$ cat config.mk
export PLATFORM = sky130hd
export DESIGN_NAME = sram_seq_ctrl
export DESIGN_NICKNAME = d
export VERILOG_FILES = /design/src/rtl/sram_seq_pkg.sv /design/src/rtl/sram_phase_timer.sv /design/src/rtl/sram_seq_fsm.sv /design/src/rtl/sram_data_path.sv /design/src/rtl/sram_seq_ctrl.sv
export SDC_FILE = /design/constraint.sdc
export NUM_CORES = 1
export LEC_CHECK = 0
export BUFFER_PORTS_ARGS = -buffer_cell sky130_fd_sc_hd__buf_2
export CAP_MARGIN = 20
export CELL_PAD_IN_SITES_DETAIL_PLACEMENT = 1
export CELL_PAD_IN_SITES_GLOBAL_PLACEMENT = 2
export CORE_ASPECT_RATIO = 0.6
export CORE_MARGIN = 3
export CORE_UTILIZATION = 23
export CTS_CLUSTER_SIZE = 40
export DETAILED_ROUTE_END_ITERATION = 8
export GPL_TIMING_DRIVEN = 0
export HOLD_SLACK_MARGIN = 0.06
export PLACE_DENSITY = 0.75
export SLEW_MARGIN = 20
export SYNTH_ARGS = -nofsm -noshare
export SYNTH_HDL_FRONTEND = slang
export SYNTH_SLANG_ARGS = --single-unit
$ cat constraint.sdc
create_clock -name clk -period 1.4 [get_ports clk]
set_clock_uncertainty 0.15 [all_clocks]
set_input_delay 0.28 -clock clk [delete_from_list [all_inputs] [get_ports clk]]
set_output_delay 0.28 -clock clk [all_outputs]
set_load 0.02 [all_outputs]
$ cat src/rtl/sram_seq_pkg.sv
package sram_seq_pkg;

    typedef enum logic [2:0] {
        ST_IDLE,
        ST_WR_SETUP,
        ST_WR_PULSE,
        ST_WR_RECOV,
        ST_RD_SETUP,
        ST_RD_ACCESS,
        ST_RD_TURN
    } seq_state_e;

    // whole cycles covering a nanosecond minimum, never below one
    function automatic int ns_to_cyc(input int ns, input int period);
        int c;
        c = (ns + period - 1) / period;
        if (c < 1) c = 1;
        return c;
    endfunction

    function automatic int max_of2(input int a, input int b);
        return (a > b) ? a : b;
    endfunction

endpackage

$ cat src/rtl/sram_phase_timer.sv
module sram_phase_timer #(
    parameter int CNT_W = 3
) (
    input  logic             clk,
    input  logic             rst_n,
    input  logic             load_i,
    input  logic [CNT_W-1:0] load_val_i,
    output logic             last_o
);

    logic [CNT_W-1:0] cnt_q;

    always_ff @(posedge clk) begin
        if (!rst_n) begin
            cnt_q <= '0;
        end else if (load_i) begin
            cnt_q <= load_val_i;
        end else if (cnt_q != '0) begin
            cnt_q <= cnt_q - 1'b1;
        end
    end

    assign last_o = (cnt_q == '0);

    // an expired window stays expired until the next phase reloads it
    p_last_sticky_r6: assert property (@(posedge clk) disable iff (!rst_n)
        (last_o && !load_i) |=> last_o);

endmodule

$ cat src/rtl/sram_seq_fsm.sv
module sram_seq_fsm
    import sram_seq_pkg::*;
#(
    parameter int C_AS   = 1,
    parameter int C_WP   = 1,
    parameter int C_WR   = 1,
    parameter int C_AA   = 1,
    parameter int C_TURN = 1,
    parameter int CNT_W  = 1
) (
    input  logic             clk,
    input  logic             rst_n,
    input  logic             req_i,
    input  logic             req_we_i,
    input  logic             phase_last_i,
    output logic             accept_o,
    output logic             load_o,
    output logic [CNT_W-1:0] load_val_o,
    output logic             drive_nxt_o,
    output logic             capture_o,
    output logic             sel_n_o,
    output logic             sel_hi_o,
    output logic             wr_n_o,
    output logic             rd_en_n_o
);

    localparam logic [CNT_W-1:0] LV_AS   = CNT_W'(C_AS - 1);
    localparam logic [CNT_W-1:0] LV_WP   = CNT_W'(C_WP - 1);
    localparam logic [CNT_W-1:0] LV_WR   = CNT_W'(C_WR - 1);
    localparam logic [CNT_W-1:0] LV_AA   = CNT_W'(C_AA - 1);
    localparam logic [CNT_W-1:0] LV_TURN = CNT_W'(C_TURN - 1);

    seq_state_e state_q;
    seq_state_e state_nxt;
    logic       sel_nxt;

    // state register
    always_ff @(posedge clk) begin
        if (!rst_n) begin
            state_q <= ST_IDLE;
        end else begin
            state_q <= state_nxt;
        end
    end

    // next state and phase timer reload
    always_comb begin
        state_nxt  = state_q;
        load_o     = 1'b0;
        load_val_o = '0;
        unique case (state_q)
            ST_IDLE: begin
                if (req_i) begin
                    load_o = 1'b1;
                    if (req_we_i) begin
                        state_nxt  = ST_WR_SETUP;
                        load_val_o = LV_AS;
                    end else begin
                        state_nxt  = ST_RD_SETUP;
                        load_val_o = '0;
                    end
                end
            end
            ST_WR_SETUP: begin
                if (phase_last_i) begin
                    state_nxt  = ST_WR_PULSE;
                    load_o     = 1'b1;
                    load_val_o = LV_WP;
                end
            end
            ST_WR_PULSE: begin
                if (phase_last_i) begin
                    state_nxt  = ST_WR_RECOV;
                    load_o     = 1'b1;
                    load_val_o = LV_WR;
                end
            end
            ST_WR_RECOV: begin
                if (phase_last_i) begin
                    state_nxt = ST_IDLE;
                end
            end
            ST_RD_SETUP: begin
                state_nxt  = ST_RD_ACCESS;
                load_o     = 1'b1;
                load_val_o = LV_AA;
            end
            ST_RD_ACCESS: begin
                if (phase_last_i) begin
                    state_nxt  = ST_RD_TURN;
                    load_o     = 1'b1;
                    load_val_o = LV_TURN;
                end
            end
            ST_RD_TURN: begin
                if (phase_last_i) begin
                    state_nxt = ST_IDLE;
                end
            end
            default: begin
                state_nxt = ST_IDLE;
            end
        endcase
    end

    assign accept_o    = (state_q == ST_IDLE) && req_i;
    assign capture_o   = (state_q == ST_RD_ACCESS) && phase_last_i;
    assign drive_nxt_o = (state_nxt == ST_WR_PULSE);
    assign sel_nxt     = state_nxt inside {ST_WR_SETUP, ST_WR_PULSE, ST_WR_RECOV,
                                           ST_RD_SETUP, ST_RD_ACCESS};

    // strobes registered from the next state, so each pin changes only at an edge
    always_ff @(posedge clk) begin
        if (!rst_n) begin
            sel_n_o   <= 1'b1;
            sel_hi_o  <= 1'b0;
            wr_n_o    <= 1'b1;
            rd_en_n_o <= 1'b1;
        end else begin
            sel_n_o   <= !sel_nxt;
            sel_hi_o  <= sel_nxt;
            wr_n_o    <= (state_nxt != ST_WR_PULSE);
            rd_en_n_o <= (state_nxt != ST_RD_ACCESS);
        end
    end

    // output enable never low together with the write strobe
    p_rd_en_off_in_write_r7: assert property (@(posedge clk) disable iff (!rst_n)
        !wr_n_o |-> rd_en_n_o);

    // write strobe only inside a selected window
    p_wr_selected_r10: assert property (@(posedge clk) disable iff (!rst_n)
        !wr_n_o |-> (!sel_n_o && sel_hi_o));

endmodule

$ cat src/rtl/sram_data_path.sv
module sram_data_path #(
    parameter int ADDR_W = 21,
    parameter int DATA_W = 8
) (
    input  logic              clk,
    input  logic              rst_n,
    input  logic              accept_i,
    input  logic [ADDR_W-1:0] req_addr_i,
    input  logic [DATA_W-1:0] req_wdata_i,
    input  logic              drive_nxt_i,
    input  logic              capture_i,
    input  logic [DATA_W-1:0] mem_data_i,
    output logic [ADDR_W-1:0] mem_addr_o,
    output logic [DATA_W-1:0] mem_data_o,
    output logic              mem_data_oe_o,
    output logic [DATA_W-1:0] rd_data_o,
    output logic              rd_valid_o
);

    always_ff @(posedge clk) begin
        if (!rst_n) begin
            mem_addr_o <= '0;
            mem_data_o <= '0;
        end else if (accept_i) begin
            mem_addr_o <= req_addr_i;
            mem_data_o <= req_wdata_i;
        end
    end

    always_ff @(posedge clk) begin
        if (!rst_n) begin
            mem_data_oe_o <= 1'b0;
        end else begin
            mem_data_oe_o <= drive_nxt_i;
        end
    end

    always_ff @(posedge clk) begin
        if (!rst_n) begin
            rd_data_o  <= '0;
            rd_valid_o <= 1'b0;
        end else begin
            rd_valid_o <= capture_i;
            if (capture_i) begin
                rd_data_o <= mem_data_i;
            end
        end
    end

    // the valid flag is a single-cycle pulse
    p_valid_pulse_r5: assert property (@(posedge clk) disable iff (!rst_n)
        rd_valid_o |=> !rd_valid_o);

endmodule

$ cat src/rtl/sram_seq_ctrl.sv
module sram_seq_ctrl
    import sram_seq_pkg::*;
#(
    parameter int ADDR_W             = 21,
    parameter int DATA_W             = 8,
    parameter int CLK_PERIOD_NS      = 20,
    parameter int T_ADDR_SETUP_NS    = 0,
    parameter int T_WRITE_PULSE_NS   = 8,
    parameter int T_DATA_SETUP_NS    = 6,
    parameter int T_ADDR_TO_WEND_NS  = 8,
    parameter int T_WRITE_RECOV_NS   = 0,
    parameter int T_WRITE_CYCLE_NS   = 10,
    parameter int T_ACCESS_NS        = 10,
    parameter int T_TURN_NS          = 4
) (
    input  logic              clk,
    input  logic              rst_n,
    input  logic              req_i,
    input  logic              req_we_i,
    input  logic [ADDR_W-1:0] req_addr_i,
    input  logic [DATA_W-1:0] req_wdata_i,
    output logic              ack_o,
    output logic              rd_valid_o,
    output logic [DATA_W-1:0] rd_data_o,
    output logic [ADDR_W-1:0] mem_addr_o,
    output logic              mem_sel_n_o,
    output logic              mem_sel_hi_o,
    output logic              mem_wr_n_o,
    output logic              mem_rd_en_n_o,
    output logic [DATA_W-1:0] mem_data_o,
    output logic              mem_data_oe_o,
    input  logic [DATA_W-1:0] mem_data_i
);

    localparam int C_AS     = ns_to_cyc(T_ADDR_SETUP_NS, CLK_PERIOD_NS);
    localparam int C_WP     = ns_to_cyc(max_of2(T_WRITE_PULSE_NS,
                                        max_of2(T_DATA_SETUP_NS, T_ADDR_TO_WEND_NS)),
                                        CLK_PERIOD_NS);
    localparam int C_WC     = ns_to_cyc(T_WRITE_CYCLE_NS, CLK_PERIOD_NS);
    localparam int C_WR_MIN = ns_to_cyc(T_WRITE_RECOV_NS, CLK_PERIOD_NS);
    localparam int C_WR     = max_of2(C_WR_MIN, C_WC - C_AS - C_WP);
    localparam int C_AA     = ns_to_cyc(T_ACCESS_NS, CLK_PERIOD_NS);
    localparam int C_TURN   = ns_to_cyc(T_TURN_NS, CLK_PERIOD_NS);
    localparam int C_MAX    = max_of2(max_of2(C_AS, C_WP),
                                      max_of2(max_of2(C_WR, C_AA), C_TURN));
    localparam int CNT_W    = $clog2(C_MAX + 1);

    logic             accept;
    logic             load;
    logic [CNT_W-1:0] load_val;
    logic             phase_last;
    logic             drive_nxt;
    logic             capture;

    sram_phase_timer #(
        .CNT_W (CNT_W)
    ) timer_i (
        .clk        (clk),
        .rst_n      (rst_n),
        .load_i     (load),
        .load_val_i (load_val),
        .last_o     (phase_last)
    );

    sram_seq_fsm #(
        .C_AS   (C_AS),
        .C_WP   (C_WP),
        .C_WR   (C_WR),
        .C_AA   (C_AA),
        .C_TURN (C_TURN),
        .CNT_W  (CNT_W)
    ) fsm_i (
        .clk          (clk),
        .rst_n        (rst_n),
        .req_i        (req_i),
        .req_we_i     (req_we_i),
        .phase_last_i (phase_last),
        .accept_o     (accept),
        .load_o       (load),
        .load_val_o   (load_val),
        .drive_nxt_o  (drive_nxt),
        .capture_o    (capture),
        .sel_n_o      (mem_sel_n_o),
        .sel_hi_o     (mem_sel_hi_o),
        .wr_n_o       (mem_wr_n_o),
        .rd_en_n_o    (mem_rd_en_n_o)
    );

    sram_data_path #(
        .ADDR_W (ADDR_W),
        .DATA_W (DATA_W)
    ) path_i (
        .clk           (clk),
        .rst_n         (rst_n),
        .accept_i      (accept),
        .req_addr_i    (req_addr_i),
        .req_wdata_i   (req_wdata_i),
        .drive_nxt_i   (drive_nxt),
        .capture_i     (capture),
        .mem_data_i    (mem_data_i),
        .mem_addr_o    (mem_addr_o),
        .mem_data_o    (mem_data_o),
        .mem_data_oe_o (mem_data_oe_o),
        .rd_data_o     (rd_data_o),
        .rd_valid_o    (rd_valid_o)
    );

    assign ack_o = accept;

    // the bus driver is on only during the write strobe
    p_drive_in_pulse_r7: assert property (@(posedge clk) disable iff (!rst_n)
        mem_data_oe_o |-> !mem_wr_n_o);

    // no overlap of both drivers
    p_no_contention_r8: assert property (@(posedge clk) disable iff (!rst_n)
        !mem_rd_en_n_o |-> !mem_data_oe_o);

    // the bus was already released in the cycle before the output enable fell
    p_release_first_r8: assert property (@(posedge clk) disable iff (!rst_n)
        $fell(mem_rd_en_n_o) |-> !$past(mem_data_oe_o));

    // the address holds while the memory stays selected
    p_addr_hold_r9: assert property (@(posedge clk) disable iff (!rst_n)
        (!mem_sel_n_o && $past(!mem_sel_n_o)) |-> $stable(mem_addr_o));

endmodule

==> impl_results.md, run 1 <==
- Crit Path Class: reg -> out
- Hold endpoint: path_i.mem_addr_o[0]
- Max-cap check violation count: 0
- Post-layout min period: between 1.5 and 2 ns
- EDFF count, synth: 0
- Post-DP Area: between 2000 and 2500 um^2
- Final setup viols: 39
- DRT iter0 DRCs: 54
- Area share of the largest cell type after synthesis: 0.528
- Hold path startpoint: req_addr_i[0]
- Vias: between 1500 and 2000
- Power Density: between 1000 and 1500 nW/um^2
- CP Buf/Inv Count: 3
- Ys async rst share: 0
- Worst-Skew Late Latency: around 0.28 ns
- Status: finished with violations
- Setup_tns: -4.83 ns
- Synth Cell Area: roughly 1800 um^2
- PortBufs: 83
- Reg clk slew, reported paths: about 0.060 ns
- Synth top cells by count: dfxtp_1, nand2_1, nand3_1
- Most frequent cell after synthesis: dfxtp_1
- Bufs on Longest Clock Path: 2
- Yosys warns: 0
- Per-cell routed wire length: around 15 um
- First-pass GRT wire length: between 9 and 10 mm
- Antenna Nets Post-Route: 0
- Slowest cell delay on critical path: between 0.3 and 0.4 ns
- TritonCTS clock tree: yes
- Total GRT Usage: 0.132
- Detailed Route WL: around 6.0 mm
- CP Max Fanout: 6
- Overflow after GRT: 0
- Dpl hpwl: 4.11 mm
- Worst setup margin: -0.366 ns
- Core footprint: 7390 um^2
- Antenna diodes: 0
- Finished Layout Cells: between 400 and 500
- Syn_area_per_cell: ~9.1 um^2
- Die width: 120 um
- Routability Congestion: 0.715
- Top cell by count, worst path: buf_6
- Fillers: 886
- Hold depth: 3
- Finished Cell Area: approximately 2900 um^2
- Initial antenna violation count: 0
- Placed Cells: 382
- Share of cells above drive strength 1: 0.512
- Tcrit/Tclk final: 1.26
- Seq/Total Area, Yosys: 0.528
- Final hold violations: 0
- TritonCTS Buffers: 5
- Slowest cell on the critical path: dfxtp_4
- Clk root buf: clkbuf_16
- Synth area leaders: dfxtp_1, nand3_1, nand2_1
- Worst Path Required: about 0.97 ns
- Cells after Synth: a little under 200
- Post-Place Worst Slack: -0.378 ns
- Syn_nets: 236
- Cell family with most CP delay: flip-flops
- Worst R2R End: path_i.mem_data_o[7]
- Leak pwr: ~0.0013 uW
- Yosys reg bits: 47
- Slew headroom: 0.537
- Fmax: roughly 570 MHz
- TritonCTS Sinks: 47
- Pre-antenna DRT Iters: 4
- R2R cell count: 7
- Worst-margin pin slew: 0.694 ns
- Effective utilization at floorplan: 0.241
- Rows: 24
- CP Capture Type: primary output
- Crit-path cells: nor4b_4 -> buf_6 -> buf_8 -> buf_6
- H-tree depth: 2
- Vias in the first global route: roughly 1700
- Nets: 344
- Die area: 8870 um^2
- RSZ-0062 raised after global routing: yes
- Reg2Reg Setup Slack: -0.21 ns
- Area delta synth->final: 64.5%
- Failing checks: setup timing
- Maximum vdd drop: 0.391 mV
- Io pins: 85
- Via density: around 4.3
- Final Max Slew Viols: 0
- HP Class: in -> reg
- Most used DFF post-synth: dfxtp_1
- Die height: roughly 74 um
- Post-layout util: 0.397
- Top cell type by total area after synthesis: dfxtp_1
- Pin count of the biggest net entering global routing: 14
- Synth unique cells: 30
- Worst Path Arrival: 1.34 ns
- Startpoint class of the critical path: register
- R2r startpoint: fsm_i.state_q[0]
- DRC: 0
[tightest hold or removal path: stages]
cell and delay [ns]:
buf_2 0.08, nand3_2 0.06, o21ai_2 0.05
[per-layer routing]
metal,global-route usage,share of wire,up-vias
met1,0.188,0.53,804
met2,0.186,0.39,66
met3,0.0509,0.081,5
li1,-,-,883
met4,0.0343,0.0057,0
met5,0,0,-
[worst max path at each step]
| stage | endpoint | slack (ns) | start | depth (start not counted) |
|---|---|---|---|---|
| 4_1_cts | ack_o | -0.42 | fsm_i.state_q[2] | 5 |
| 3_3_place_gp | ack_o | -0.39 | fsm_i.state_q[2] | 5 |
| 5_1_grt | ack_o | -0.43 | fsm_i.state_q[0] | 4 |
| 6_report | ack_o | -0.37 | fsm_i.state_q[0] | 4 |
| 3_5_place_dp | ack_o | -0.38 | fsm_i.state_q[2] | 5 |
| 2_1_floorplan | ack_o | -0.09 | fsm_i.state_q[2] | 4 |
[kinds of logic (layout without fill, tap and decap cells)]
family                 Yosys count  after routing  share of synthesized area
buffers and inverters           17            125                     0.0590
flip-flops                      47             47                      0.528
multiplexers                     8              8                     0.0450
AO/OA/AOI/OAI                   40             40                      0.124
other                            1              1                    0.00211
AND/OR/NAND/NOR                 82             82                      0.241
[repair_timing]
item,in CTS,in global routing
buffers inserted,5,11
endpoints found under the setup margin,42,43
pin swaps,2,28
gates resized for setup,14,70
cloned,1,3
hold buffers,2,0
hold endpoints to repair,2,0
[state kept, by name, indices dropped and copies added, names as in the netlist]
register	flops
fsm_i.sel_hi_o	1
fsm_i.sel_n_o	1
fsm_i.wr_n_o	1
fsm_i.rd_en_n_o	1
path_i.rd_valid_o	1
timer_i.cnt_q	1
path_i.mem_addr_o	21
path_i.rd_data_o	8
fsm_i.state_q	3
path_i.mem_data_o	8
path_i.mem_data_oe_o	1
[layout make-up]
cell class,count,area (um^2),share of cell area
clock inverters,1,5.00,0.00171
clock buffers,6,139,0.0474
repair buffers,102,682,0.233
flip-flops and latches,47,946,0.323
well taps,104,130,0.0444
multi-input cells,131,891,0.304
plain buffers,16,136,0.0466
[placed cells by master (no fill, tap or decap), types with 2 or more instances in the layout]
master          n
buf_12          3
buf_2          83
buf_4           6
buf_6           7
buf_8           6
clkbuf_1        6
clkbuf_16       8
dfxtp_1        45
dlygate4sd3_1   2
mux2i_1         8
nand2_1        32
nand2b_1        4
nand3_1         9
nand3_2        20
nor2b_1         9
o21a_1          2
o21ai_0         2
o21ai_1        17
o21ai_2        12
[report_power, final]
group          leakage, uW  switching (uW)  internal (uW)
registers         0.000386            56.3           1440
clock network    0.0000727             486            697
logic             0.000798             479            426
[stage by stage]
| step | power [uW] | hold slack [ns] |
|---|---|---|
| 2_1_floorplan | 1900 | 0.260 |
| 3_3_place_gp | 2140 | 0.281 |
| 3_5_place_dp | 2150 | 0.292 |
| 4_1_cts | 3450 | 0.0612 |
| 5_1_grt | 3780 | 0.0764 |
| 6_report | 3590 | 0.0732 |
Power figures use the tool's default switching activity.
==> run 2: changes to the inputs <==
CELL_PAD_IN_SITES_GLOBAL_PLACEMENT = 1   (was 2)
CORE_UTILIZATION = 29   (was 23)
PLACE_DENSITY = 0.74   (was 0.75)
==> run 2 against run 1 <==
The run still ends with setup timing left; combinational power fell by 2%; clock-buffer cell count did not move; largest power group unchanged; highest routed layer unchanged; die area fell by 19%; critical path type unchanged; worst setup slack improved by 0.0094 ns; sequential power barely moved.
==> impl_results.md, run 2 (synthesis results as in run 1) <==
- Status: finished with violations (unchanged)
- Failing checks: setup timing (unchanged)
- Total GRT Usage: 0.164 (was 0.132)
- Crit Path Class: reg -> out (unchanged)
- Antenna diodes: 0 (unchanged)
- Effective utilization at floorplan: 0.309 (was 0.241)
- Die height: 66.7 um (was 74.2 um)
- HP Class: in -> reg (unchanged)
- Via density: 4.69 (was 4.32)
- Final setup viols: 39 (unchanged)
- Worst-margin pin slew: 0.615 ns (was 0.694 ns)
- Finished Layout Cells: 395 (was 407)
- Cell family with most CP delay: flip-flops (unchanged)
- Bufs on Longest Clock Path: 2 (unchanged)
- Post-layout min period: 1.76 ns (was 1.77 ns)
- DRT iter0 DRCs: 81 (was 54)
- Nets: 355 (was 344)
- Startpoint class of the critical path: register (unchanged)
- Regs by FF count: path_i.mem_addr_o x21, path_i.mem_data_o x8, path_i.rd_data_o x8 (unchanged)
- Worst setup margin: -0.356 ns (was -0.366 ns)
- Power Density: 1100 nW/um^2 (was 1220 nW/um^2)
- Placed Cells: 358 (was 382)
- Hold path startpoint: req_addr_i[14] (was req_addr_i[0])
- Sw frac: 0.309 (was 0.285)
- Leak pwr: 0.00126 uW (about the same)
- Hold endpoint: path_i.mem_addr_o[14] (was path_i.mem_addr_o[0])
- Die area: 7150 um^2 (was 8870 um^2)
- Dpl hpwl: 3.97 mm (was 4.11 mm)
- PortBufs: 83 (unchanged)
- Setup_tns: -4.16 ns (was -4.83 ns)
- Slew headroom: 0.590 (was 0.537)
- First-pass GRT wire length: 9.15 mm (was 9.04 mm)
- CP Buf/Inv Count: 3 (unchanged)
- H-tree depth: 2 (unchanged)
- Final Max Slew Viols: 0 (unchanged)
- Share of cells above drive strength 1: 0.454 (was 0.512)
- Largest Register: path_i.mem_addr_o (unchanged)
- Max FFs per register: 21 (unchanged)
- Slowest cell on the critical path: dfxtp_4 (unchanged)
- Most frequent cells in the layout: buf_2, dfxtp_1, nand2_1 (unchanged)
- Core footprint: 5750 um^2 (was 7390 um^2)
- Comb pwr share: 0.278 (was 0.252)
- Clock power share: 0.253 (was 0.330)
- Worst Path Required: 0.97 ns (about the same)
- Io pins: 85 (unchanged)
- Psw: 991 uW (was 1020 uW)
- Pre-antenna DRT Iters: 4 (unchanged)
- Rows: 21 (was 24)
- Max-cap check violation count: 0 (unchanged)
- TritonCTS clock tree: yes (unchanged)
- Most common cell after layout, fill and taps aside: buf_2 (unchanged)
- Tcrit/Tclk final: 1.25 (was 1.26)
- Hold depth: 3 (unchanged)
- Crit-path cells: nor4b_4 -> buf_6 -> buf_8 -> buf_6 (unchanged)
- Sequential power share: 0.470 (was 0.418)
- DRC: 0 (unchanged)
- Initial antenna violation count: 0 (unchanged)
- Power Internal: 2210 uW (was 2570 uW)
- CP Max Fanout: 2 (was 6)
- Area delta synth->final: 63.2% (was 64.5%)
- Die width: 107 um (was 120 um)
- Maximum vdd drop: 0.417 mV (was 0.391 mV)
- Clk root buf: clkbuf_8 (was clkbuf_16)
- Worst-Skew Late Latency: 0.29 ns (was 0.28 ns)
- Fmax: 569 MHz (was 566 MHz)
- Antenna Nets Post-Route: 0 (unchanged)
- Vias in the first global route: 1845 (was 1745)
- Reg clk slew, reported paths: 0.09 ns (was 0.06 ns)
- Slowest cell delay on critical path: 0.36 ns (was 0.37 ns)
- Post-layout util: 0.505 (was 0.397)
- RSZ-0062 raised after global routing: yes (unchanged)
- Reg2Reg Setup Slack: -0.16 ns (was -0.21 ns)
- Hold Slack: 0.0669 ns (was 0.0732 ns)
- Worst R2R End: path_i.mem_data_o[3] (was path_i.mem_data_o[7])
- TritonCTS Sinks: 47 (unchanged)
- R2R cell count: 6 (was 7)
- Worst Path Arrival: 1.33 ns (was 1.34 ns)
- Top cell by count, worst path: buf_6 (unchanged)
- Final hold violations: 0 (unchanged)
- Pin count of the biggest net entering global routing: 15 (was 14)
- Per-cell routed wire length: 15.2 um (was 14.7 um)
- R2r startpoint: fsm_i.state_q[2] (was fsm_i.state_q[0])
- Detailed Route WL: 5.99 mm (was 5.98 mm)
- CP Capture Type: primary output (unchanged)
- Fillers: 683 (was 886)
- Routability Congestion: 0.712 (was 0.715)
- Overflow after GRT: 0 (unchanged)
- TritonCTS Buffers: 5 (unchanged)
- Vias: 1851 (was 1758)
## run 2: cell count changes in the layout (fill, tap and decap cells not counted), sizes merged
cell,previous run,this run
dlygate4sd3,2,21
clkinvlp,0,1
clkbuf,16,15
buf,106,99
## run 2: worst max path at each step
stage                startpoint  endpoint  slack [ns]  cells after the start
2_1_floorplan  fsm_i.state_q[2]     ack_o       -0.09                      4
3_3_place_gp   fsm_i.state_q[2]     ack_o       -0.35                      5
3_5_place_dp   fsm_i.state_q[2]     ack_o       -0.35                      5
6_report       fsm_i.state_q[2]     ack_o       -0.36                      4
4_1_cts        fsm_i.state_q[2]     ack_o       -0.37                      4
5_1_grt        fsm_i.state_q[2]     ack_o       -0.40                      4
## run 2: final cells by class
cell class,instances,area [um^2],share of cell area
Timing Repair Buffer,114,781,0.269
Sequential cell,47,947,0.326
Clock buffer,6,72.6,0.0250
Clock inverter,2,12.5,0.00431
Buffer,15,123,0.0422
Tap cell,80,100,0.0345
Multi-Input combinational cell,131,870,0.299
## run 2: stage by stage
step / cell area, um^2 / setup slack [ns] / total power, uW
after detailed placement: 2300 / -0.354 / 2140
final: 2910 / -0.356 / 3200
after CTS: 2690 / -0.372 / 3080
after global routing: 2910 / -0.399 / 3380
after floorplan: 1780 / -0.0873 / 1900
after global placement: 2300 / -0.348 / 2130
## run 2: power by group through the flow
stage	combinational [uW]	sequential [uW]	clock [uW]
3_5_place_dp	611	1530	0
3_3_place_gp	599	1530	0
4_1_cts	743	1510	829
5_1_grt	959	1520	895
2_1_floorplan	262	1640	0
6_report	889	1510	810
## run 2: metal layers
layer  routed length [um]  part of all wire  GRT usage
met1                 2800              0.47      0.210
met2                 2740              0.46      0.269
met3                  430             0.072     0.0484
met4                   25            0.0042     0.0431
met5                    0                 0          0
## run 2: tightest hold or removal path: stages
cell,delay (ns)
buf_2,0.08
nand3_2,0.07
o21ai_2,0.05
## run 2: what timing repair did
action                     in CTS  in global routing
hold endpoints to repair       20                  1
gates cloned                    1                  2
setup endpoints to repair      41                 45
pin swaps                       1                 23
resized for setup              16                 61
setup buffers                   5                  3
hold buffers                   20                  1
==> run 3: changes to the inputs <==
CORE_MARGIN = unset   (was 3)
==> run 3 against run 2 <==
The flow still finishes with violations (setup timing); fmax down 0.53%; worst hold slack improved by 0.0052 ns; global-route usage grew 1.4 points; largest cell class unchanged; clock power rose by 2.5%; via count down 0.65%; core utilization grew 0.33 points; sequential power about the same; non-clock buffer count is 5 lower; register-to-register slack improved by 0.03 ns; total power grew 1.0%; wire length is 0.90% higher.
==> impl_results.md, run 3 (synthesis results as in run 1) <==
- Die height: 62.7 um (was 66.7 um)
- Nets: 350 (was 355)
- Cell family with most CP delay: flip-flops (unchanged)
- Routability Congestion: 0.693 (was 0.712)
- Largest Register: path_i.mem_addr_o (unchanged)
- Total GRT Usage: 0.177 (was 0.164)
- Pin count of the biggest net entering global routing: 16 (was 15)
- RSZ-0062 raised after global routing: yes (unchanged)
- Regs by FF count: path_i.mem_addr_o x21, path_i.mem_data_o x8, path_i.rd_data_o x8 (unchanged)
- Finished Cell Area: 2920 um^2 (was 2910 um^2)
- GRT busiest layer: met2 (unchanged)
- Clk root buf: clkbuf_8 (unchanged)
- TritonCTS clock tree: yes (unchanged)
- Post-DP Area: 2300 um^2 (unchanged)
- Vias: 1839 (was 1851)
- R2R cell count: 4 (was 6)
- Sw frac: 0.316 (was 0.309)
- Slowest cell delay on critical path: 0.36 ns (about the same)
- Area delta synth->final: 64.2% (was 63.2%)
- Worst setup margin: -0.365 ns (was -0.356 ns)
- Bufs on Longest Clock Path: 2 (unchanged)
- Via density: 4.72 (was 4.69)
- Slowest cell on the critical path: dfxtp_4 (unchanged)
- Failing checks: setup timing (unchanged)
- DRC: 0 (unchanged)
- Fmax: 566 MHz (was 569 MHz)
- PortBufs: 83 (unchanged)
- Most common cell after layout, fill and taps aside: buf_2 (unchanged)
- Overflow after GRT: 0 (unchanged)
- Worst-Skew Late Latency: 0.29 ns (about the same)
- Antenna diodes: 0 (unchanged)
- Effective utilization at floorplan: 0.309 (unchanged)
- Max FFs per register: 21 (unchanged)
- Crit-path cells: nor4b_4 -> buf_6 -> buf_8 -> buf_6 (unchanged)
- Reg2Reg Setup Slack: -0.13 ns (was -0.16 ns)
- Startpoint class of the critical path: register (unchanged)
- Hold endpoint: path_i.mem_data_o[6] (was path_i.mem_addr_o[14])
- Psw: 1020 uW (was 991 uW)
- Status: finished with violations (unchanged)
- Final setup viols: 42 (was 39)
- Pwr Total: 3240 uW (was 3200 uW)
- Vias in the first global route: 1799 (was 1845)
- Post-layout min period: 1.77 ns (was 1.76 ns)
- Comb pwr share: 0.277 (was 0.278)
- Most frequent cells in the layout: buf_2, dfxtp_1, nand2_1 (unchanged)
- Io pins: 85 (unchanged)
- Hold path startpoint: req_wdata_i[6] (was req_addr_i[14])
- Share of cells above drive strength 1: 0.497 (was 0.454)
- Per-cell routed wire length: 15.5 um (was 15.2 um)
- Tcrit/Tclk final: 1.26 (was 1.25)
- CP Capture Type: primary output (unchanged)
- Initial antenna violation count: 0 (unchanged)
- Worst Path Arrival: 1.34 ns (was 1.33 ns)
- Worst Path Required: 0.97 ns (about the same)
- Sequential power share: 0.466 (was 0.470)
- Pre-antenna DRT Iters: 4 (unchanged)
- Power Density: 1110 nW/um^2 (was 1100 nW/um^2)
- HP Class: in -> reg (unchanged)
- Leak pwr: 0.00125 uW (was 0.00126 uW)
- Worst R2R End: fsm_i.sel_hi_o (was path_i.mem_data_o[3])
- Rows: 21 (unchanged)
- Die width: 103 um (was 107 um)
- Final Max Slew Viols: 0 (unchanged)
- H-tree depth: 2 (unchanged)
- Antenna Nets Post-Route: 0 (unchanged)
- R2r startpoint: fsm_i.state_q[2] (unchanged)
- CP Buf/Inv Count: 3 (unchanged)
- Top cell by count, worst path: buf_6 (unchanged)
- Maximum vdd drop: 0.507 mV (was 0.417 mV)
- Power Internal: 2210 uW (about the same)
- Crit Path Class: reg -> out (unchanged)
- Met1 Usage GRT: 0.234 (was 0.210)
- TritonCTS Buffers: 5 (unchanged)
- Fillers: 677 (was 683)
- Final hold violations: 0 (unchanged)
- Reg clk slew, reported paths: 0.09 ns (about the same)
- Die area: 6470 um^2 (was 7150 um^2)
- Hold depth: 3 (unchanged)
- GRT met3 Usage: 0.0548 (was 0.0484)
- Clock power share: 0.257 (was 0.253)
- First-pass GRT wire length: 8.77 mm (was 9.15 mm)
- CP Max Fanout: 2 (unchanged)
- Max-cap check violation count: 0 (unchanged)
- Detailed Route WL: 6.05 mm (was 5.99 mm)
- Worst-margin pin slew: 0.750 ns (was 0.615 ns)
- Core footprint: 5750 um^2 (unchanged)
- Hold Slack: 0.0720 ns (was 0.0669 ns)
- Slew headroom: 0.500 (was 0.590)
- DRT iter0 DRCs: 24 (was 81)
- Global Route met2 Usage: 0.278 (was 0.269)
- Dpl hpwl: 3.84 mm (was 3.97 mm)
- TritonCTS Sinks: 47 (unchanged)
## run 3: worst min-delay path, cell delays in order
cell and delay [ns]:
buf_2 0.08, nand3_1 0.07, o21ai_2 0.06
## run 3: power by group through the flow
stage	Combinational (uW)	Sequential (uW)	Clock, uW
detailed placement	609	1530	0
global route	965	1520	917
global placement	596	1530	0
finish	898	1510	830
floorplan	262	1640	0
CTS	732	1510	849
## run 3: repair_timing
item	in CTS	in global routing
hold endpoints to repair	13	0
gates cloned	2	3
hold buffers	13	0
setup buffers	4	4
gates resized for setup	16	69
endpoints found under the setup margin	41	43
pin swaps	1	30
## run 3: final cells by class
| class | count | area [um^2] | share of cell area |
|---|---|---|---|
| flip-flops and latches | 47 | 950 | 0.325 |
| multi-input cells | 131 | 916 | 0.313 |
| repair buffers | 109 | 749 | 0.256 |
| well taps | 80 | 100 | 0.0342 |
| clock inverters | 3 | 18.8 | 0.00642 |
| clock buffers | 5 | 68.8 | 0.0235 |
| plain buffers | 15 | 121 | 0.0415 |
## run 3: metal layers
metal  part of all wire  wire length, um
met4              0.018              107
met1               0.46             2810
met5                  0                0
met2               0.45             2730
met3              0.066              400
## run 3: through the flow
stage / setup slack [ns] / instances / TNS (ns) / util
finish: -0.365 / 390 / -3.96 / 0.508
floorplan: -0.0873 / 195 / -0.0873 / -
global route: -0.396 / 390 / -5.76 / 0.508
CTS: -0.385 / 384 / -2.28 / 0.456
detailed placement: -0.367 / 358 / -4.14 / 0.400
global placement: -0.354 / 358 / -3.00 / 0.400
## run 3: how the worst max path moves through the flow
stage | end | depth (start not counted) | startpoint | slack, ns
3_3_place_gp | ack_o | 5 | fsm_i.state_q[2] | -0.35
2_1_floorplan | ack_o | 4 | fsm_i.state_q[2] | -0.09
3_5_place_dp | ack_o | 5 | fsm_i.state_q[2] | -0.37
6_report | ack_o | 4 | fsm_i.state_q[2] | -0.37
5_1_grt | ack_o | 4 | fsm_i.state_q[2] | -0.40
4_1_cts | ack_o | 4 | fsm_i.state_q[2] | -0.38
